File: src/rtl/gpio_irq_pkg.sv
// Package: shared command bit positions and the decoded write command
// for the per-line interrupt capture register.
package gpio_irq_pkg;

    // Write-one command bit positions inside the control word.
    localparam int unsigned STS_CLR_BIT = 0;
    localparam int unsigned STS_SET_BIT = 1;
    localparam int unsigned ENA_CLR_BIT = 2;
    localparam int unsigned ENA_SET_BIT = 3;

    // Read-back bit positions.
    localparam int unsigned RD_STS_BIT  = 0;
    localparam int unsigned RD_ENA_BIT  = 3;

    // Lowest width that holds every command bit.
    localparam int unsigned MIN_REG_W   = 4;

    // Decoded write command, valid only in cycles with a write.
    typedef struct packed {
        logic ena_set;
        logic ena_clr;
        logic sts_set;
        logic sts_clr;
    } irq_cmd_t;

endpackage

File: src/rtl/gpio_irq_trigger.sv
// Module: gpio_irq_trigger
// Turns the conditioned line level into a one-cycle-per-event hardware
// set pulse. Edge mode gives a pulse on a sampled 0-to-1 change. Level
// mode passes the level through.
// Assumes: lvl_in is already synchronous to clk and glitch filtered.
module gpio_irq_trigger (
    input  logic clk,
    input  logic rst_n,
    input  logic lvl_in,
    input  logic edge_mode,
    output logic hw_set
);

    logic lvl_prev;

    // Remember last sampled level for rise detection.
    always_ff @(posedge clk) begin
        if (!rst_n) lvl_prev <= 1'b0;
        else        lvl_prev <= lvl_in;
    end

    // Select the capture condition for the configured trigger type.
    always_comb begin
        if (edge_mode) hw_set = lvl_in & ~lvl_prev;
        else           hw_set = lvl_in;
    end

endmodule

File: src/rtl/gpio_irq_status.sv
// Module: gpio_irq_status
// Sticky interrupt status bit. Any set (hardware or software) outranks a
// same-cycle clear.
// Assumes: sw_set/sw_clr are already qualified by the write strobe.
module gpio_irq_status (
    input  logic clk,
    input  logic rst_n,
    input  logic hw_set,
    input  logic sw_set,
    input  logic sw_clr,
    output logic sts
);

    // Update status: set beats clear, otherwise hold.
    always_ff @(posedge clk) begin
        if (!rst_n)                sts <= 1'b0;
        else if (hw_set || sw_set) sts <= 1'b1;
        else if (sw_clr)           sts <= 1'b0;
    end

    // a capture or software set always leaves status high.
    p_set_wins_r6: assert property (@(posedge clk) disable iff (!rst_n)
        (hw_set || sw_set) |=> sts);

    // an uncontested clear drops status.
    p_clear_r4: assert property (@(posedge clk) disable iff (!rst_n)
        (sw_clr && !hw_set && !sw_set) |=> !sts);

    // with no command and no capture, status is held.
    p_hold_r2: assert property (@(posedge clk) disable iff (!rst_n)
        (!sw_clr && !hw_set && !sw_set) |=> $stable(sts));

endmodule

File: src/rtl/gpio_irq_enable.sv
// Module: gpio_irq_enable
// Register-side interrupt enable flag with separate set and clear
// commands; set wins when both arrive together.
// Assumes: set/clr are already qualified by the write strobe.
module gpio_irq_enable (
    input  logic clk,
    input  logic rst_n,
    input  logic set,
    input  logic clr,
    output logic ena
);

    // Update enable flag: set beats clear, otherwise hold.
    always_ff @(posedge clk) begin
        if (!rst_n)   ena <= 1'b0;
        else if (set) ena <= 1'b1;
        else if (clr) ena <= 1'b0;
    end

    // set command turns the flag on.
    p_ena_set_r7: assert property (@(posedge clk) disable iff (!rst_n)
        set |=> ena);

    // a lone clear command turns the flag off.
    p_ena_clr_r7: assert property (@(posedge clk) disable iff (!rst_n)
        (clr && !set) |=> !ena);

    // without a command the flag is held.
    p_ena_hold_r10: assert property (@(posedge clk) disable iff (!rst_n)
        (!set && !clr) |=> $stable(ena));

endmodule

File: src/rtl/gpio_line_irq.sv
// Module: gpio_line_irq (top)
// Interrupt capture for one GPIO line: decodes the write-one command
// bits, keeps status and enable, forms the read word and the level
// request toward the line's message-signalled vector.
// Assumes: REG_W >= 4; bus address decode is done outside.
module gpio_line_irq
    import gpio_irq_pkg::*;
#(
    parameter int unsigned REG_W = 64
) (
    input  logic             clk,
    input  logic             rst_n,
    input  logic             lvl_in,
    input  logic             cfg_int_en,
    input  logic             cfg_edge,
    input  logic             wr_en,
    input  logic [REG_W-1:0] wr_data,
    output logic [REG_W-1:0] rd_data,
    output logic             irq_req
);

    localparam int unsigned PAD_W = REG_W - MIN_REG_W;

    irq_cmd_t cmd;
    logic     hw_set;
    logic     sts;
    logic     ena;

    // Decode write-one commands, qualified by the write strobe.
    always_comb begin
        cmd.sts_clr = wr_en & wr_data[STS_CLR_BIT];
        cmd.sts_set = wr_en & wr_data[STS_SET_BIT];
        cmd.ena_clr = wr_en & wr_data[ENA_CLR_BIT];
        cmd.ena_set = wr_en & wr_data[ENA_SET_BIT];
    end

    gpio_irq_trigger u_trig (
        .clk       (clk),
        .rst_n     (rst_n),
        .lvl_in    (lvl_in),
        .edge_mode (cfg_edge),
        .hw_set    (hw_set)
    );

    gpio_irq_status u_sts (
        .clk    (clk),
        .rst_n  (rst_n),
        .hw_set (hw_set),
        .sw_set (cmd.sts_set),
        .sw_clr (cmd.sts_clr),
        .sts    (sts)
    );

    gpio_irq_enable u_ena (
        .clk   (clk),
        .rst_n (rst_n),
        .set   (cmd.ena_set),
        .clr   (cmd.ena_clr),
        .ena   (ena)
    );

    // Assemble the read word: status and enable at fixed positions.
    always_comb begin
        rd_data             = '0;
        rd_data[RD_STS_BIT] = sts;
        rd_data[RD_ENA_BIT] = ena;
    end

    // Level request toward the vector: fully gated status.
    always_comb begin
        irq_req = sts & ena & cfg_int_en;
    end

    // configuration enable low blocks the request.
    p_cfg_mask_r8: assert property (@(posedge clk) disable iff (!rst_n)
        !cfg_int_en |-> !irq_req);

    // request only while the enable flag is set.
    p_flag_mask_r8: assert property (@(posedge clk) disable iff (!rst_n)
        irq_req |-> rd_data[RD_ENA_BIT]);

    // in edge mode status can only rise after a rise of the level or a software set.
    p_edge_source_r2: assert property (@(posedge clk) disable iff (!rst_n)
        ($rose(sts) && $past(cfg_edge)) |-> ($past(lvl_in) || $past(cmd.sts_set)));

endmodule

File: config.mk
export PLATFORM = sky130hd
export DESIGN_NAME = gpio_line_irq
export DESIGN_NICKNAME = d
export VERILOG_FILES = /design/src/rtl/gpio_irq_pkg.sv /design/src/rtl/gpio_irq_trigger.sv /design/src/rtl/gpio_irq_status.sv /design/src/rtl/gpio_irq_enable.sv /design/src/rtl/gpio_line_irq.sv
export SDC_FILE = /design/constraint.sdc
export NUM_CORES = 1
export LEC_CHECK = 0
export BUFFER_PORTS_ARGS = -buffer_cell sky130_fd_sc_hd__buf_2
export CORE_ASPECT_RATIO = 2
export CORE_MARGIN = 2
export CORE_UTILIZATION = 21
export DETAILED_ROUTE_END_ITERATION = 7
export GPL_TIMING_DRIVEN = 0
export PLACE_DENSITY = 0.86
export SLEW_MARGIN = 10
export SYNTH_ARGS = -nofsm -noshare
export SYNTH_HDL_FRONTEND = slang
export SYNTH_SLANG_ARGS = --single-unit
File: constraint.sdc
create_clock -name clk -period 0.8 [get_ports clk]
set_input_delay 0.16 -clock clk [delete_from_list [all_inputs] [get_ports clk]]
set_output_delay 0.16 -clock clk [all_outputs]
set_load 0.02 [all_outputs]
Word level (Yosys, flattened, before mapping)
Index checks and enable logic that the tools add are counted.
{ "classes": {"n_reduce_logical": 3, "n_mux": 5, "bitwise_logic": 8} }
{ "ops": {"columns": ["operator", "count"], "rows": [
  ["AND 1 bit", 7],
  ["two-way mux 1 bit", 5],
  ["nonzero test 2 bit", 2],
  ["logical OR 1 bit", 1],
  ["NOT 1 bit", 1]
]} }
{ "totals": {"ff_bits": 3, "elab_cells": 19} }

Depth between registers and ports, before layout
{ "logic_depth": {"word_depth": 5, "mapped_depth": 2, "depth_no_buf": 2} }

By module
A second synthesis with hierarchy kept.
{ "hier_totals": {"hier_cells": 79, "area_unflattened_um2": 629.4} }
{ "modules_own_cells": {"columns": ["mod", "seq_area_each_um2", "n_inst", "cells_per_inst", "area_per_inst_um2"], "rows": [
  ["gpio_line_irq", 0.0, 1, 70, 515.5],
  ["gpio_irq_enable", 20.0, 1, 3, 41.3],
  ["gpio_irq_trigger", 20.0, 1, 3, 37.5],
  ["gpio_irq_status", 20.0, 1, 3, 35.0]
]} }

Worst setup path after synthesis
Ideal clock, no wire load.
{ "synth_path": {"path_kind": "register to register", "startpoint": "reg u_sts.sts (netlist name)", "endpoint": "reg u_sts.sts", "path_stages_with_launch": 3, "setup_slack_ns": 0.001, "arrival_time_ns": 0.679, "setup_ns": 0.120, "n_path_buf": 0, "required_time_ns": 0.680, "synth_period_minus_slack_ns": 0.799, "path_cell_list": "dfxtp_1 a21boi_0 o31a_1"} }
{ "synth_rtl": {"columns": ["element", "line_no", "source"], "rows": [
  ["to (signal assigned)", "gpio_irq_status.sv:16", "if (!rst_n) sts <= 1'b0;"],
  ["to (signal assigned)", "gpio_irq_status.sv:17", "else if (hw_set || sw_set) sts <= 1'b1;"],
  ["to (signal assigned)", "gpio_irq_status.sv:18", "else if (sw_clr) sts <= 1'b0;"],
  ["to (decl)", "gpio_irq_status.sv:11", "output logic sts"]
]} }

Final worst setup path
{ "layout_path": {"startpoint": "reg u_sts.sts", "endpoint": "out irq_req"} }
{ "layout_between": {"elab_chain_len": 2} }
{ "layout_lines": {"columns": ["element", "line_no", "source"], "rows": [
  ["AND 1 bit (2 in series)", "gpio_line_irq.sv:71", "irq_req = sts & ena & cfg_int_en;"],
  ["to (decl)", "gpio_line_irq.sv:19", "output logic irq_req"]
]} }
No other way between the ends.

==> impl_metrics.json <==
{
  "status": "finished with violations",
  "violations": "negative setup slack",
  "setup_slack_ps": -193,
  "r2r-start": "u_sts.sts",
  "critPathLaunchType": "register",
  "dr.pass1.iters": 2,
  "crit_type": "register to output port",
  "cp_cell_sequence": "and3_4 > buf_6",
  "setup_viol": 4,
  "syn-instance-count": 77,
  "synth_cell_types": 10,
  "dieArea_um2": 3370,
  "die_h_um": 80.1,
  "place_ws_ps": -49.3,
  "min-delay-path-class": "primary input to register",
  "cpMaxStageDelayCell": "dfxtp_2",
  "syn_area_um2": 608,
  "hold_viol": 0,
  "stdcell_area_um2": 1000,
  "die_width_um": 42.1,
  "cts_max_level": 1,
  "area_growth_pct": 65.2,
  "maxCapViolCount": 0,
  "place_area_um2": 933,
  "cts_setup_buffers": 0,
  "core_region_area_um2": 2770,
  "dp.cells": 179,
  "place.gp.congestion": 0.663,
  "detail_route.iter0.violations": 2,
  "fmax_mhz": 1010,
  "crit_buf_inv": 1,
  "fin_skew_ps": 1.69,
  "worstPathArrival_ps": 830,
  "numCtsBuffers": 3,
  "grtUsageTotal": 0.0609,
  "io_buffers": 12,
  "detail-route-antenna-nets": 0,
  "drt-vias-per-instance": 2.76,
  "cp-end-kind": "output port",
  "rows": 27,
  "fillers": 302,
  "ir_drop_mv": 0.792,
  "fin_nets": 225,
  "p_leak_nw": 0.677,
  "remaining_drc_errors": 0,
  "cp_top_family": "flip-flops",
  "yosysSeqAreaShare": 0.0988,
  "grt-ovfl-total": 0,
  "io_pins": 135,
  "yosys_warnings": 0,
  "start_util": 0.220,
  "post_drt_wl_per_cell_um": 5.99,
  "critPathRequiredTime_ps": 640,
  "root_buffer": "clkbuf_8",
  "n_antenna_cell": 0,
  "multi_input_area_um2": 302,
  "p_per_area_nw_per_um2": 1190,
  "drive_above_1_share": 0.539,
  "hp-start": "lvl_in",
  "utilization": 0.363,
  "ys_seq_elements": 3,
  "seq_area_um2": 62.6,
  "slew_violations": 0,
  "grt_pass1_wl_um": 1520,
  "grt_pass1_vias": 403,
  "min_period_ps": 993,
  "antenna_found_initial": 0,
  "cts_hold_buf": 0,
  "cts.sink_count": 3,
  "grt_max_degree": 5,
  "insertion_delay_ps": 220,
  "clockBufferDepth": 2,
  "cp-startpoint": "u_sts.sts",
  "critPathMaxFanout": 3,
  "wl_um": 1100,
  "num_vias": 505,
  "clk_pin_slew_worst_paths_ps": 30,
  "final_cells": 183,
  "min_period_over_period": 1.24,
  "cts_tree": "done",
  "rsz0062_at_grt": "true",
  "critical_path.max_stage_delay_ps": 330,
  "syn_avg_cell_area_um2": 7.90
}
==> cell usage in the layout, fill, tap and decap left out <==
cell type,n
and3_4,1
clkbuf_1,1
clkbuf_8,3
buf_2,9
a21boi_0,1
o31a_1,1
nand2_1,1
a21bo_2,1
buf_4,64
a21boi_1,2
and2_0,1
conb_1,62
buf_6,3
dfxtp_1,1
dfxtp_2,2
and2_1,1
==> worst reg2reg max path, delay by kind of cell, from the launching register on <==
kind,cells,cell delay (ps)
flops,1,320
compound gates,2,390
==> metal layers <==
layer / vias to the layer above / global-route usage / routed length, µm
li1: 264 / - / -
met1: 172 / 0.0432 / 305
met3: 3 / 0.0225 / 235
met4: 0 / 0.0375 / 21
met2: 66 / 0.125 / 534
met5: - / 0 / 0
==> repair_timing <==
action / CTS / global route
setup endpoints to repair: 4 / 5
endpoints found under the hold margin: 0 / 0
resized for setup: 9 / 2
pin swaps: 2 / 1
==> logic make-up (layout without fill, tap and decap cells) <==
family / Yosys count / after routing / synth area share
other: 1 / 62 / 0.00617
AND/OR/NAND/NOR: 4 / 4 / 0.0371
buffers and inverters: 64 / 80 / 0.790
AO/OA/AOI/OAI: 5 / 5 / 0.0679
flip-flops: 3 / 3 / 0.0988
==> report_power, final <==
part	internal, mW	total [mW]	switching [mW]
registers	0.162	0.169	0.00615
clock network	0.340	0.439	0.0995
logic	0.255	0.587	0.331
==> synth_stat cells (all sizes together) <==
library cell,instances,share of area
and3,1,0.010
dfxtp,3,0.099
a21bo,1,0.016
buf,64,0.79
and2,2,0.021
conb,1,0.0062
o31a,1,0.014
nand2,1,0.0062
a21boi,3,0.037
==> sequential cells by signal, indices dropped and copies added, names as in the netlist <==
| register | cells |
|---|---|
| u_ena.ena | 1 |
| u_sts.sts | 1 |
| u_trig.lvl_prev | 1 |
==> worst paths after layout <==
path,end,slack [ps],cells past startpoint
worst min register to register,u_ena.ena,580,2
worst min-delay path,u_trig.lvl_prev,170,2
worst max-delay path,irq_req,-190,2
worst max register to register,u_sts.sts,-20,2
==> through the flow <==
step | hold slack, ps | power (mW) | setup TNS, ps
finish | 171 | 1.19 | -487
global route | 182 | 1.27 | -612
CTS | 175 | 1.19 | -529
detailed placement | 399 | 0.726 | -78.4
global placement | 394 | 0.722 | -42.2
floorplan | 282 | 0.689 | 0
==> final cells by class <==
| class | count | share of cell area |
|---|---|---|
| plain buffers | 64 | 0.478 |
| clock buffers | 4 | 0.0448 |
| multi-input cells | 71 | 0.300 |
| flip-flops and latches | 3 | 0.0623 |
| well taps | 29 | 0.0361 |
| repair buffers | 12 | 0.0785 |
No activity file was read; power rests on OpenSTA's default activity.
